`config.mk`:
```
export PLATFORM = sky130hd
export DESIGN_NAME = xint_prio_ctrl
export DESIGN_NICKNAME = d
export VERILOG_FILES = /design/src/rtl/xint_pkg.sv /design/src/rtl/xint_pin_detect.sv /design/src/rtl/xint_chan_reg.sv /design/src/rtl/xint_arbiter.sv /design/src/rtl/xint_prio_ctrl.sv
export SDC_FILE = /design/constraint.sdc
export NUM_CORES = 1
export LEC_CHECK = 0
export ABC_AREA = 1
export BUFFER_PORTS_ARGS = -buffer_cell sky130_fd_sc_hd__buf_4
export CAP_MARGIN = 15
export CORE_MARGIN = 5
export CORE_UTILIZATION = 45
export DETAILED_ROUTE_END_ITERATION = 10
export GPL_ROUTABILITY_DRIVEN = 0
export PLACE_DENSITY = 0.66
export SETUP_SLACK_MARGIN = 0.1
export SYNTH_ARGS = -nofsm -noshare
export SYNTH_HDL_FRONTEND = slang
export SYNTH_SLANG_ARGS = --single-unit
```
`constraint.sdc`:
```
create_clock -name clk -period 14.1 [get_ports clk]
set_input_delay 2.115 -clock clk [delete_from_list [all_inputs] [get_ports clk]]
set_output_delay 2.115 -clock clk [all_outputs]
set_load 0.05 [all_outputs]
```
`src/rtl/xint_pkg.sv`:
```
package xint_pkg;

    localparam int NUM_CH   = 6;
    localparam int CH_W     = $clog2(NUM_CH);
    localparam int LVL_W    = 3;
    localparam int REG_W    = 8;

    localparam int FLAG_BIT = 3;
    localparam int POL_BIT  = 4;
    localparam int MODE_BIT = 5;

    typedef enum logic [2:0] {
        TRIG_FALL,
        TRIG_RISE,
        TRIG_BOTH,
        TRIG_LOW,
        TRIG_HIGH
    } trig_mode_e;

    typedef struct packed {
        logic             lvs;
        logic             pol;
        logic             flag;
        logic [LVL_W-1:0] lvl;
    } chan_cfg_t;

    typedef struct packed {
        logic             valid;
        logic [CH_W-1:0]  chan;
        logic [LVL_W-1:0] lvl;
    } grant_t;

    function automatic trig_mode_e decode_mode(logic lvs, logic pol, logic both);
        trig_mode_e m;
        if (lvs)       m = pol ? TRIG_HIGH : TRIG_LOW;
        else if (both) m = TRIG_BOTH;
        else           m = pol ? TRIG_RISE : TRIG_FALL;
        return m;
    endfunction

    function automatic logic [REG_W-1:0] pack_reg(chan_cfg_t c);
        return REG_W'(c);
    endfunction

endpackage

```
`src/rtl/xint_pin_detect.sv`:
```
module xint_pin_detect
    import xint_pkg::*;
#(
    parameter int SYNC_STAGES = 2
) (
    input  logic clk,
    input  logic rst,
    input  logic pin,
    input  logic lvs,
    input  logic pol,
    input  logic both,
    output logic trig
);

    logic [SYNC_STAGES-1:0] sync_q;
    logic                   prev_q;
    logic                   sample;
    trig_mode_e             mode;

    always_ff @(posedge clk) begin
        if (rst) begin
            sync_q <= '0;
            prev_q <= 1'b0;
        end else begin
            sync_q <= {sync_q[SYNC_STAGES-2:0], pin};
            prev_q <= sync_q[SYNC_STAGES-1];
        end
    end

    assign sample = sync_q[SYNC_STAGES-1];
    assign mode   = decode_mode(lvs, pol, both);

    always_comb begin
        unique case (mode)
            TRIG_RISE: trig = sample & ~prev_q;
            TRIG_FALL: trig = ~sample & prev_q;
            TRIG_BOTH: trig = sample ^ prev_q;
            TRIG_HIGH: trig = sample;
            TRIG_LOW:  trig = ~sample;
            default:   trig = 1'b0;
        endcase
    end

endmodule

```
`src/rtl/xint_chan_reg.sv`:
```
module xint_chan_reg
    import xint_pkg::*;
(
    input  logic             clk,
    input  logic             rst,
    input  logic             wr_en,
    input  logic [REG_W-1:0] wdata,
    input  logic             trig,
    input  logic             ack_clr,
    output chan_cfg_t        cfg
);

    chan_cfg_t cfg_q;
    logic      clr;
    logic      set_ok;
    logic      unused_hi;

    assign unused_hi = ^wdata[REG_W-1:MODE_BIT+1];

    // clear wins against a level trigger; an edge event is never lost
    assign clr    = ack_clr | (wr_en & ~wdata[FLAG_BIT]);
    assign set_ok = cfg_q.lvs ? (trig & ~clr) : trig;

    always_ff @(posedge clk) begin
        if (rst) begin
            cfg_q <= '0;
        end else begin
            cfg_q.flag <= (cfg_q.flag & ~clr) | set_ok;
            if (wr_en) begin
                cfg_q.lvl <= wdata[LVL_W-1:0];
                cfg_q.pol <= wdata[POL_BIT];
                cfg_q.lvs <= wdata[MODE_BIT];
            end
        end
    end

    assign cfg = cfg_q;

endmodule

```
`src/rtl/xint_arbiter.sv`:
```
module xint_arbiter
    import xint_pkg::*;
(
    input  logic [NUM_CH-1:0] pend,
    input  logic [LVL_W-1:0]  lvls [NUM_CH],
    input  logic [LVL_W-1:0]  cpu_level,
    output grant_t            grant
);

    always_comb begin
        grant = '0;
        for (int i = 0; i < NUM_CH; i++) begin
            if (pend[i] && (lvls[i] > cpu_level) &&
                (!grant.valid || (lvls[i] > grant.lvl))) begin
                grant.valid = 1'b1;
                grant.chan  = CH_W'(i);
                grant.lvl   = lvls[i];
            end
        end
    end

endmodule

```
`src/rtl/xint_prio_ctrl.sv`:
```
module xint_prio_ctrl
    import xint_pkg::*;
#(
    parameter int SYNC_STAGES = 2,
    parameter int ADDR_W      = 3
) (
    input  logic              clk,
    input  logic              rst,
    input  logic              bus_wr,
    input  logic [ADDR_W-1:0] bus_addr,
    input  logic [REG_W-1:0]  bus_wdata,
    output logic [REG_W-1:0]  bus_rdata,
    input  logic [NUM_CH-1:0] pin_in,
    input  logic [NUM_CH-1:0] both_edge,
    input  logic [LVL_W-1:0]  cpu_level,
    output logic              irq_valid,
    output logic [CH_W-1:0]   irq_chan,
    output logic [LVL_W-1:0]  irq_level,
    input  logic              irq_ack
);

    chan_cfg_t         cfg      [NUM_CH];
    logic [LVL_W-1:0]  lvls     [NUM_CH];
    logic [NUM_CH-1:0] flag_vec;
    logic [NUM_CH-1:0] trig_vec;
    logic [NUM_CH-1:0] wr_vec;
    logic [NUM_CH-1:0] ack_vec;
    grant_t            grant;

    for (genvar c = 0; c < NUM_CH; c++) begin : g_ch
        assign wr_vec[c]  = bus_wr && (bus_addr == ADDR_W'(c));
        assign ack_vec[c] = irq_ack && grant.valid && (grant.chan == CH_W'(c));

        xint_pin_detect #(.SYNC_STAGES(SYNC_STAGES)) u_det (
            .clk  (clk),
            .rst  (rst),
            .pin  (pin_in[c]),
            .lvs  (cfg[c].lvs),
            .pol  (cfg[c].pol),
            .both (both_edge[c]),
            .trig (trig_vec[c])
        );

        xint_chan_reg u_reg (
            .clk     (clk),
            .rst     (rst),
            .wr_en   (wr_vec[c]),
            .wdata   (bus_wdata),
            .trig    (trig_vec[c]),
            .ack_clr (ack_vec[c]),
            .cfg     (cfg[c])
        );

        assign flag_vec[c] = cfg[c].flag;
        assign lvls[c]     = cfg[c].lvl;
    end

    xint_arbiter u_arb (
        .pend      (flag_vec),
        .lvls      (lvls),
        .cpu_level (cpu_level),
        .grant     (grant)
    );

    assign irq_valid = grant.valid;
    assign irq_chan  = grant.chan;
    assign irq_level = grant.lvl;

    always_comb begin
        bus_rdata = '0;
        for (int i = 0; i < NUM_CH; i++) begin
            if (bus_addr == ADDR_W'(i)) bus_rdata = pack_reg(cfg[i]);
        end
    end

endmodule

```
After elaboration in Yosys (flattened, before gate mapping)
Cells that the tools add are included.
Widths: inputs -> output; s select.
{ "word_totals": {"input_bits": 30, "reg_bits": 54, "output_inout_bits": 15} }
{ "classes": {"n_bitwise": 67, "n_mux": 48, "n_reduce_logical": 42, "magnitude_cmp": 11, "n_eq_ne": 34} }
{ "ops": {"columns": ["cell", "n"], "rows": [
  ["$mux 3", 18],
  ["$eq 3x2->1 const B", 16],
  ["$mux 7", 6],
  ["$mux 8", 5],
  ["$gt 3x3->1", 11],
  ["$and 1x1->1", 30],
  ["$eq 3x3->1 const B", 10],
  ["$pmux 1 s5", 6],
  ["$eq 3x1->1 const B", 8],
  ["$logic_and 1x1->1", 24],
  ["$logic_not 3->1", 8],
  ["$not 1->1", 19],
  ["$mux 1", 12],
  ["$or 1x1->1", 12],
  ["$mux 6", 1],
  ["$xor 1x1->1", 6],
  ["$logic_not 1->1", 5],
  ["$logic_or 1x1->1", 5]
]} }

Depth between registers and ports, before layout
{ "depth": {"depth_word": 30, "ltp_mapped": 56, "depth_no_buf": 56} }

Modules after synthesis
Synthesis repeated with hierarchy kept, for this count alone.
{ "hier_totals": {"hier_cells": 635, "area_unflattened_um2": 4017.6} }
{ "modules_own_cells": {"columns": ["module", "cells_each", "seq_area_each_um2", "area_per_inst_um2", "n_inst"], "rows": [
  ["xint_chan_reg", 31, 120.1, 222.7, 6],
  ["xint_arbiter", 199, 0.0, 1184.9, 1],
  ["xint_pin_detect", 26, 60.1, 177.7, 6],
  ["xint_prio_ctrl", 94, 0.0, 430.4, 1]
]} }

Least setup slack after synthesis
No wires, ideal clock.
{ "synth_path": {"path_type": "input port to output port", "start": "in cpu_level[2]", "end": "out irq_level[2]", "n_path_buf": 0, "stages": 53, "arrival_time_ns": 7.927, "path_slack_ns": 4.058, "path_cell_list": "inv_1 > ha_1 > nand2_1 > nand2_1 > inv_1 > nand2_2 > nand2_4 > nor2_1 > inv_1 > ha_1 > a21oi_1 > o21ai_1 > nand2_1 > nand2_1 > nand3_2 > nand2_1 > o21ai_1 > ha_1 > (+17 left out) > and2_1 > ha_1 > a21oi_1 > o21ai_0 > nand2_1 > nand2_1 > nand2_4 > inv_1 > nand2_1 > nand2_1 > ha_1 > a21oi_1 > o21ai_0 > nand2_1 > nand2_2 > nand2_4 > nand3_1 > nand2_1"} }
{ "synth_between": {"elab_chain_cells": 23} }
{ "synth_lines": {"columns": ["item", "line_no", "text"], "rows": [
  ["from (decl)", "xint_prio_ctrl.sv:15", "input logic [LVL_W-1:0] cpu_level,"],
  ["$gt 3x3->1", "xint_arbiter.sv:13", "if (pend[i] && (lvls[i] > cpu_level) &&"],
  ["$logic_and 1x1->1", "xint_arbiter.sv:13", null],
  ["$mux 7", "xint_arbiter.sv:13", null],
  ["$gt 3x3->1 or $logic_not 1->1 (tied branches)", "xint_arbiter.sv:14", "(!grant.valid || (lvls[i] > grant.lvl))) begin"],
  ["$logic_or 1x1->1", "xint_arbiter.sv:14", null],
  ["$logic_and 1x1->1", "xint_arbiter.sv:13", null],
  ["$mux 7", "xint_arbiter.sv:13", null],
  ["$gt 3x3->1 or $logic_not 1->1 (tied branches)", "xint_arbiter.sv:14", null],
  ["(+7 left out)", null, null],
  ["$gt 3x3->1 or $logic_not 1->1 (tied branches)", "xint_arbiter.sv:14", null],
  ["$logic_or 1x1->1", "xint_arbiter.sv:14", null],
  ["$logic_and 1x1->1", "xint_arbiter.sv:13", null],
  ["$mux 7", "xint_arbiter.sv:13", null],
  ["$gt 3x3->1 or $logic_not 1->1 (tied branches)", "xint_arbiter.sv:14", null],
  ["$logic_or 1x1->1", "xint_arbiter.sv:14", null],
  ["$logic_and 1x1->1", "xint_arbiter.sv:13", null],
  ["$mux 7 *", "xint_arbiter.sv:13", null],
  ["to (decl)", "xint_prio_ctrl.sv:18", "output logic [LVL_W-1:0] irq_level,"]
]} }
Mark *: on every way between the ends. The rest lies on a longest branch, timed or not.

Worst setup path in the final report
{ "layout_path": {"start": "in cpu_level[2]", "end": "out irq_level[1]"} }
The elaborated chain is that of the path after synthesis.

==> results_dict.tcl <==
set metrics [dict create \
    fin_skew_ns 0.00491 \
    status "finished, final reports clean" \
    max_slew.worst_pin.slew_ns 0.737 \
    slowest_delay_ns 0.33 \
    numPortBuffers 40 \
    layout-drive-gt1-share_pct 14.1 \
    leakagePower_uw 0.00203 \
    cts_sinks 54 \
    nets 648 \
    synthesis.area_um2 3730 \
    yosysSeqAreaShare_pct 29.0 \
    wl_per_cell_um 13.2 \
    finalMaxSlewViolations 0 \
    via_per_inst 5.16 \
    grt_pass1_wl_um 15400 \
    root_buffer "clkbuf_8" \
    grt_max_degree 30 \
    holdCritStartpoint "g_ch[5].u_det.sync_q[0]" \
    synth_top_family_by_area "simple AND/OR/NAND/NOR gates" \
    clock_latency_ns 0.29 \
    hpwl_um 7350 \
    vias 3497 \
    crit_type "in -> out" \
    postCtsResizedCells 0 \
    worstHoldPathType "reg -> reg" \
    hold_viol_final 0 \
    rsz0062_at_grt "no" \
    cts_buffers 5 \
    yosysTopAreaCell "dfxtp_1" \
    clockBufferDepth 2 \
    clk_pin_slew_ns 0.08 \
    max_freq_mhz 91.9 \
    avgSynthCellArea_um2 6.99 \
    crit_path_end_kind "primary output" \
    ios 45 \
    fin_util_pct 51.7 \
    first_iter_violations 240 \
    cts_tree "yes" \
    timing.rr.start "g_ch[0].u_reg.cfg[2]" \
    min_period_ns 10.88 \
    finalSetupViolations 0 \
    grt_overflow_total 0 \
    antenna_cells 0 \
    tns_ns 0 \
    cp_data_arrival_time_ns 8.77 \
    synthSimpleGateAreaFrac_pct 25.6 \
    synth_top_area_share_pct 29.0 \
    routed_wirelength_um 8970 \
    drc 0 \
    period_share_pct 77.2 \
    synth_xor_xnor_area_share_pct 0.235 \
    crit_fanout 9 \
    slew_headroom_pct 50.8 \
    fp-row-count 33 \
    synth_cell_types 35 \
    crit_top_cell "nand2_1" \
    yosysWarnings 0 \
    yosys-top-cells-area "dfxtp_1 29%, ha_1 15%, nand2_1 11%" \
    critPathSlowestCell "ha_1" \
    worstPathRequired_ns 11.98 \
    ys_ff_latch 54 \
    post_cts_buffers 0 \
    r2r_cells 54 \
    dieWidth_um 101 \
    dr.pass1.iters 4 \
    grt_pass1_vias 3417 \
    r2r_end "g_ch[0].u_reg.cfg[3]" \
    power.density_nw_per_um2 77.1 \
    cap_viol_max_count 0 \
    syn_inst 533 \
    core_um2 8130 \
    holdPathStages 2 \
    area_delta_synth_final_pct 12.7 \
    vdd_ir_drop_max_mv 0.0531 \
    synth_compound_area_share_pct 19.7 \
    cp-start-kind "primary input" \
    antenna_found_initial 0 \
    initial_core_util_pct 45.8 \
    holdPathEnd "g_ch[5].u_det.sync_q[1]" \
    grtUsageTotal_pct 18.4 \
    h-tree-depth 2 \
    synthAdderAreaFrac_pct 15.1 \
    ant_nets 0 \
    die_area_um2 10200 \
    ff2ff_setup_slack_ns 7.23 \
    die_h_um 101 \
    synthMuxAreaShare_pct 0 \
    cts_hold_buf 0 \
]
## synth_stat cells
library cell and instances:
o2111ai_1 1, a21oi_2 6, nand4_1 2, o211ai_1 5
nand3_2 2, nand2_1 111, a221o_1 1, ha_1 45
nor2_1 36, inv_2 4, conb_1 1, o22ai_1 4
inv_1 84, nor3_2 2, o21ai_2 1, o21ai_1 3
xnor2_1 1, dfxtp_1 54, nand3_1 29, nor2_4 1
nor2_2 2, and2_1 3, clkinv_1 3, nand3b_1 3
a221oi_1 5, or2_2 1, o221ai_1 6, a21boi_0 2
a21oi_4 1, clkbuf_1 6, nand2_2 9, nand2_4 7
buf_4 2, o21ai_0 39, a21oi_1 51
## layout by cell type (no fill, tap or decap), types with 4 or more instances in the layout
master	instances
a221oi_1	5
a21oi_2	6
nand2_2	9
nor2_1	36
a21oi_1	51
inv_1	84
dfxtp_1	54
buf_4	40
ha_1	45
o211ai_1	5
o21ai_0	39
clkbuf_8	5
nand3_1	29
inv_2	4
o221ai_1	6
nand2_4	7
nand2_1	111
o22ai_1	4
## through the flow
stage	cells	cell area (um^2)	worst slack [ns]	hold WS [ns]	power, uW
floorplan	534	3730	4.06	0.388	224
global placement	671	4130	3.40	0.390	245
detailed placement	671	4130	3.26	0.396	248
CTS	678	4200	3.23	0.409	328
global route	678	4200	2.40	0.435	345
finish	678	4200	3.22	0.406	324
## power by group
group / switching, uW / internal, uW
sequential: 5.06 / 159
clock: 45.3 / 34.3
combinational: 51.5 / 28.6
total: 102 / 222
## metal layers
metal	up-vias	share of wire, %	wire, um	global-route usage (%)
met5	-	0	0	0
met4	0	1.1	101	3.48
met3	8	4.6	417	2.21
met2	87	47	4220	32.2
met1	1571	47	4230	24.6
li1	1831	-	-	-
## layout make-up
| class | count | area (um^2) |
|---|---|---|
| multi-input combinational | 381 | 2270 |
| inverter | 91 | 342 |
| clock buffer | 7 | 76.3 |
| fill | 843 | 3930 |
| tap | 105 | 131 |
| sequential | 54 | 1080 |
| timing repair buffer | 40 | 300 |
## critical path: cells and delay by family
kind,cells,cell delay [ns]
buffers and inverters,9,0.98
AND/OR/NAND/NOR,27,2.32
AO/OA/AOI/OAI,10,1.50
adder cells (fa/ha/maj),6,1.85
## how the worst max path moves through the flow
stage               slack, ns           end  cells after the start         start
floorplan                4.06  irq_level[2]                     53  cpu_level[2]
global placement         3.40  irq_level[2]                     53  cpu_level[1]
detailed placement       3.26  irq_level[2]                     52  cpu_level[1]
CTS                      3.23  irq_level[2]                     52  cpu_level[1]
global route             2.40  irq_level[2]                     54  cpu_level[2]
finish                   3.22  irq_level[1]                     52  cpu_level[2]
## kinds of logic (layout without fill, tap and decap cells)
group	Yosys count	in the layout
AOI/OAI and AO/OA	125	125
xor gates and xnor gates	1	1
adders and majority gates	45	45
buffers and inverters	99	138
DFF	54	54
other	1	2
and+or+nand+nor	208	208
## sequential cells by signal (all words and copies together), names as in the netlist
register	flops
g_ch.u_det.sync_q	12
g_ch.u_reg.cfg	36
g_ch.u_det.prev_q	6
No activity file was read; power rests on OpenSTA's default activity.
